`src/rtl/xfq_pkg.sv`:
```
package xfq_pkg;
  localparam int LVLW = 5;   // width of level and threshold fields
  localparam int NSRC = 8;   // interrupt sources
  localparam int SRC_RX_LVL  = 0;
  localparam int SRC_RX_UNDR = 1;
  localparam int SRC_TX_OVR  = 2;
  localparam int SRC_TX_LVL  = 3;
  localparam int SRC_ENG0    = 4;
endpackage

```
`src/rtl/xfq_word_fifo.sv`:
```
module xfq_word_fifo #(
  parameter int W     = 32,
  parameter int DEPTH = 16,
  localparam int CW   = $clog2(DEPTH + 1)
) (
  input  logic          clk,
  input  logic          rst,
  input  logic          flush,
  input  logic          push,
  input  logic [W-1:0]  push_data,
  input  logic          pop,
  output logic [W-1:0]  pop_data,
  output logic [CW-1:0] count,
  output logic          full,
  output logic          empty
);
  localparam int AW = (DEPTH > 1) ? $clog2(DEPTH) : 1;

  logic [W-1:0]  mem [DEPTH];
  logic [AW-1:0] wp, rp;
  logic          do_push, do_pop;

  assign full    = (count == CW'(DEPTH));
  assign empty   = (count == '0);
  assign do_push = push && !full;
  assign do_pop  = pop && !empty;

  always_ff @(posedge clk) begin
    if (do_push) mem[wp] <= push_data;
  end

  always_ff @(posedge clk) begin
    if (rst || flush) begin
      wp    <= '0;
      rp    <= '0;
      count <= '0;
    end else begin
      if (do_push) wp <= (wp == AW'(DEPTH - 1)) ? '0 : wp + AW'(1);
      if (do_pop)  rp <= (rp == AW'(DEPTH - 1)) ? '0 : rp + AW'(1);
      case ({do_push, do_pop})
        2'b10:   count <= count + CW'(1);
        2'b01:   count <= count - CW'(1);
        default: count <= count;
      endcase
    end
  end

  always_ff @(posedge clk) begin
    if (rst) pop_data <= '0;
    else if (pop) pop_data <= empty ? '0 : mem[rp];
  end


  count_bound_chk: assert property (@(posedge clk) disable iff (rst)
    count <= CW'(DEPTH));

  drop_keeps_count_chk: assert property (@(posedge clk) disable iff (rst)
    (push && full && !pop && !flush) |=> count == $past(count));

  empty_pop_zero_chk: assert property (@(posedge clk) disable iff (rst)
    (pop && empty) |=> pop_data == '0);

  flush_empties_chk: assert property (@(posedge clk) disable iff (rst)
    flush |=> count == '0);
endmodule

```
`src/rtl/xfq_irq_regs.sv`:
```
module xfq_irq_regs #(
  parameter int N = 8
) (
  input  logic         clk,
  input  logic         rst,
  input  logic [N-1:0] set_vec,
  input  logic         mask_we,
  input  logic [N-1:0] mask_wdata,
  input  logic         clr_we,
  input  logic [N-1:0] clr_wdata,
  output logic [N-1:0] raw,
  output logic [N-1:0] mask,
  output logic [N-1:0] masked,
  output logic         irq
);
  logic [N-1:0] clr_bits;

  assign clr_bits = clr_we ? clr_wdata : '0;

  always_ff @(posedge clk) begin
    if (rst) begin
      raw  <= '0;
      mask <= '1;
    end else begin
      raw <= (raw & ~clr_bits) | set_vec;
      if (mask_we) mask <= mask_wdata;
    end
  end

  assign masked = raw & ~mask;
  assign irq    = |masked;


  src_latches_chk: assert property (@(posedge clk) disable iff (rst)
    (set_vec != '0) |=> (($past(set_vec) & ~raw) == '0));

  sticky_until_clear_chk: assert property (@(posedge clk) disable iff (rst)
    (raw != '0) |=> (($past(raw & ~clr_bits) & ~raw) == '0));
endmodule

```
`src/rtl/xfer_fifo_irq.sv`:
```
module xfer_fifo_irq
  import xfq_pkg::*;
#(
  parameter int DEPTH = 16,
  parameter int W     = 32
) (
  input  logic            clk,
  input  logic            rst,
  input  logic            recover,
  input  logic            tx_wr,
  input  logic [W-1:0]    tx_wdata,
  input  logic            rx_rd,
  output logic [W-1:0]    rx_rdata,
  input  logic            eng_tx_pop,
  output logic [W-1:0]    eng_tx_data,
  input  logic            eng_rx_push,
  input  logic [W-1:0]    eng_rx_data,
  input  logic [3:0]      eng_events,
  input  logic            thr_we,
  input  logic [LVLW-1:0] tx_thr_wdata,
  input  logic [LVLW-1:0] rx_thr_wdata,
  output logic [15:0]     thr_cfg,
  input  logic            mask_we,
  input  logic [NSRC-1:0] mask_wdata,
  input  logic            clr_we,
  input  logic [NSRC-1:0] clr_wdata,
  output logic [31:0]     fifo_status,
  output logic [NSRC-1:0] raw_status,
  output logic [NSRC-1:0] masked_status,
  output logic [NSRC-1:0] irq_mask,
  output logic            irq
);
  localparam int CW = $clog2(DEPTH + 1);

  logic [CW-1:0]   tx_cnt, rx_cnt, tx_free;
  logic            tx_full, tx_empty, rx_full, rx_empty;
  logic [LVLW-1:0] tx_thr, rx_thr, tx_lvl, rx_lvl;
  logic [NSRC-1:0] set_vec;

  xfq_word_fifo #(.W(W), .DEPTH(DEPTH)) tx_q_i (
    .clk(clk), .rst(rst), .flush(recover),
    .push(tx_wr), .push_data(tx_wdata),
    .pop(eng_tx_pop), .pop_data(eng_tx_data),
    .count(tx_cnt), .full(tx_full), .empty(tx_empty));

  xfq_word_fifo #(.W(W), .DEPTH(DEPTH)) rx_q_i (
    .clk(clk), .rst(rst), .flush(recover),
    .push(eng_rx_push), .push_data(eng_rx_data),
    .pop(rx_rd), .pop_data(rx_rdata),
    .count(rx_cnt), .full(rx_full), .empty(rx_empty));

  always_ff @(posedge clk) begin
    if (rst) begin
      tx_thr <= LVLW'(DEPTH);
      rx_thr <= LVLW'(DEPTH);
    end else if (thr_we) begin
      tx_thr <= tx_thr_wdata;
      rx_thr <= rx_thr_wdata;
    end
  end

  assign tx_free = CW'(DEPTH) - tx_cnt;
  assign tx_lvl  = LVLW'(tx_free);
  assign rx_lvl  = LVLW'(rx_cnt);
  assign thr_cfg = {3'b000, rx_thr, 3'b000, tx_thr};

  assign fifo_status = {11'd0, rx_lvl, 3'd0, tx_lvl, 4'd0,
                        rx_full, rx_empty, tx_empty, tx_full};

  always_comb begin
    set_vec              = '0;
    set_vec[SRC_RX_LVL]  = rx_lvl > rx_thr;
    set_vec[SRC_RX_UNDR] = rx_rd && rx_empty;
    set_vec[SRC_TX_OVR]  = tx_wr && tx_full;
    set_vec[SRC_TX_LVL]  = tx_lvl > tx_thr;
    set_vec[SRC_ENG0 +: 4] = eng_events;
  end

  xfq_irq_regs #(.N(NSRC)) irq_i (
    .clk(clk), .rst(rst), .set_vec(set_vec),
    .mask_we(mask_we), .mask_wdata(mask_wdata),
    .clr_we(clr_we), .clr_wdata(clr_wdata),
    .raw(raw_status), .mask(irq_mask),
    .masked(masked_status), .irq(irq));
endmodule

```
`config.mk`:
```
export PLATFORM = sky130hd
export DESIGN_NAME = xfer_fifo_irq
export DESIGN_NICKNAME = d
export VERILOG_FILES = /design/src/rtl/xfq_pkg.sv /design/src/rtl/xfq_word_fifo.sv /design/src/rtl/xfq_irq_regs.sv /design/src/rtl/xfer_fifo_irq.sv
export SDC_FILE = /design/constraint.sdc
export NUM_CORES = 1
export LEC_CHECK = 0
export ABC_AREA = 1
export BUFFER_PORTS_ARGS = -buffer_cell sky130_fd_sc_hd__buf_2
export CELL_PAD_IN_SITES_DETAIL_PLACEMENT = 0
export CELL_PAD_IN_SITES_GLOBAL_PLACEMENT = 1
export CORE_AREA = 2 2 449 228
export CTS_CLUSTER_SIZE = 12
export DETAILED_ROUTE_END_ITERATION = 7
export DIE_AREA = 0 0 451 230
export GPL_TIMING_DRIVEN = 0
export PLACE_DENSITY_LB_ADDON = 0.1
export SLEW_MARGIN = 25
export SYNTH_ARGS = -nofsm -noshare
export SYNTH_HDL_FRONTEND = slang
export SYNTH_SLANG_ARGS = --single-unit
```
`constraint.sdc`:
```
create_clock -name clk -period 6.17 [get_ports clk]
set_input_delay 1.234 -clock clk [delete_from_list [all_inputs] [get_ports clk]]
set_output_delay 1.234 -clock clk [all_outputs]
set_load 0.005 [all_outputs]
```
==> qor.txt <==
CTS Buf Count -> 107
DR DRC count -> 0
Syn Area/Cell -> 10.1 um^2
gr usage total -> 29.4%
Mapped Cells -> 4886
io pins -> 241
placed insts -> 6532
Final ANT Viol Nets -> 0
Post-Syn Area -> 49500 um^2
Reg2Reg Launch Point -> tx_q_i.count[0]$_SDFFE_PP0P_
final net count -> 5430
clk slew on worst S/H paths -> 0.06 ns
commonest non-fill, non-tap cell in the layout -> nand2_1
CP Data Required Time -> 4.94 ns
critical path data arrival time -> 2.04 ns
Via density -> 5.26
WL per Instance -> 22.7 um
RSZ-0062 raised after global routing -> false
endpoints failing hold -> 0
most frequent cells in the layout -> nand2_1 (1569), edfxtp_1 (1024), inv_1 (841)
cell area after layout -> 57500 um^2
H-tree depth -> 3
post-DP HPWL -> 100000 um
drt initial violations -> 4467
DRT Wirelength -> 153000 um
Worst Setup EP -> fifo_status[1]
hold slack -> 0.461 ns
critical path startpoint category -> flop
worst min path class -> reg -> reg
Net Switching -> 3.88 mW
clock share of power -> 38.7%
Tcrit/Tclk final -> 53.1%
switching share of total power -> 23.8%
core area -> 99600 um^2
first-pass GRT wire length -> 221000 um
vias -> 35.5k
clk sink count -> 1148
final setup margin -> 2.89 ns
share of layout cells above drive strength 1 -> 12.2%
Design Power -> 16.3 mW
Critical Path Fanout Max -> 6
Layout Cells excl Fill -> 6739
Power Density -> 283 nW/um^2
reg2reg end -> tx_q_i.count[2]$_SDFFE_PP0P_
sequential power share -> 52.8%
number of gates resized after cts -> 0
Die ar. -> 104000 um^2
CTS Hold Buffers Added -> 0
Most used DFF post-synth -> edfxtp_1
Final Critical Period -> 3.28 ns
crit path launch -> tx_q_i.count[0]$_SDFFE_PP0P_
vias in the first global route -> 33.5k
Post-CTS Setup Bufs -> 0
Achievable Freq -> 0.305 GHz
P_leak -> 24.7 nW
Int Pwr -> 12.4 mW
Clk Latency, worst-skew pair -> 0.72 ns
Worst slew margin -> 23.5%
initial antenna violation count -> 3
cells on worst reg2reg path -> 17
worst-case clock buffer depth -> 3
synth-to-layout area growth -> 16.1%
die span in y -> 230 um
ys async rst share -> 0%
DRT Pass-1 Iters -> 6
number of I/O port buffers -> 214
Setup TNS -> 0 ns
CTS root buf -> clkbuf_16
Slew Viols, Final -> 0
Logic pwr share -> 8.5%
largest net degree at the start of global routing -> 18
gpl congestion -> 0.837
min-delay src -> rx_q_i.pop_data[2]$_SDFFE_PP0P_
flops & latches, synth -> 1148
TritonCTS clock tree -> built
sequential share of the synthesized area -> 67.1%
Post-synth EDFFs -> 1024
outcome -> finished clean
crit end category -> primary output
final setup violation count -> 0
# rows -> 82
WS Path Type -> reg -> out
slew at the pin with the worst max-slew slack -> 1.15 ns
clock skew -> 0.0218 ns
Die W -> 451 um
library cells used by synthesis -> 30
warnings from Yosys -> 0
Initial Util -> 49.7%
reg2reg setup slack -> 3.06 ns
Max Cap Viol -> 0
worst vdd ir -> 0.217 mV
Post-Route Utilization -> 57.7%
pre-CTS setup slack -> 2.62 ns
GRT overflow -> 0
Cell Area, Placed -> 54300 um^2
layer usage:
metal	GRT usage [%]	share of wire (%)	vias up
met1	39.6	40	17000
met2	47.7	47	1668
met5	0	0	-
met3	5.73	9.4	298
met4	10.2	3.6	0
li1	-	-	16500
state kept, by name (all words and copies together) (netlist names), named ones only:
name,cells
rx_q_i.mem,512
tx_q_i.wp,4
tx_q_i.pop_data,32
rx_q_i.pop_data,32
tx_q_i.rp,4
rx_thr,5
rx_q_i.wp,4
tx_q_i.count,5
tx_q_i.mem,512
rx_q_i.rp,4
tx_thr,5
irq_i.mask,8
rx_q_i.count,5
irq_i.raw,8
critical path, stage by stage (launching register included):
cell and delay (ns):
dfxtp_1 0.33, inv_1 0.16, ha_1 0.21, nand2_1 0.06
nor2_1 0.14, ha_1 0.23, buf_4 0.12, buf_2 0.09
synthesized netlist by cell type, types with 30 or more instances:
cell type	n	area [um^2]
nand2_1	1569	5890
edfxtp_1	1024	30700
inv_1	841	3160
nand3_1	791	3960
dfxtp_1	124	2480
buf_2	115	576
a21oi_1	94	470
nor2_1	75	282
buf_6	57	642
buf_4	35	263
clkbuf_1	31	116
o21ai_0	30	150
power groups by stage:
stage	clock network [mW]	logic [mW]	registers [mW]
after floorplan	0	0.745	8.78
after global placement	0	1.32	8.78
after detailed placement	0	1.37	8.77
after CTS	6.35	1.38	8.61
after global routing	6.68	1.51	8.61
final	6.30	1.39	8.61
worst min path at each step:
stage                                             to  slack [ns]  cells after the start
CTS                 rx_q_i.pop_data[24]$_SDFFE_PP0P_        0.46                      2
floorplan            tx_q_i.pop_data[0]$_SDFFE_PP0P_        0.46                      2
finish               rx_q_i.pop_data[2]$_SDFFE_PP0P_        0.46                      2
global route        rx_q_i.pop_data[30]$_SDFFE_PP0P_        0.48                      2
detailed placement  rx_q_i.pop_data[24]$_SDFFE_PP0P_        0.45                      2
global placement    tx_q_i.pop_data[16]$_SDFFE_PP0P_        0.45                      2
cells by family (layout without fill, tap and decap cells):
group                      Yosys count  count (layout)  share of synthesized area, %
and+or+nand+nor                   2448            2448                          20.6
xor gates and xnor gates            13              13                         0.230
DFF                               1148            1148                          67.1
adders and majority gates           29              29                         0.732
buffers and inverters             1113            1594                          9.93
other                                1              29                       0.00757
AOI/OAI and AO/OA                  134             134                          1.42
layout make-up:
| type | instances | area, um^2 |
|---|---|---|
| Sequential cell | 1148 | 33200 |
| Multi-Input combinational cell | 2648 | 11700 |
| Tap cell | 1344 | 1680 |
| Inverter | 848 | 3190 |
| Timing Repair Buffer | 279 | 2750 |
| Clock inverter | 2 | 13.8 |
| Buffer | 265 | 1740 |
| Clock buffer | 200 | 3160 |
| Antenna cell | 5 | 12.5 |
| Fill cell | 8377 | 42100 |
(Power assumes the default switching activity.)
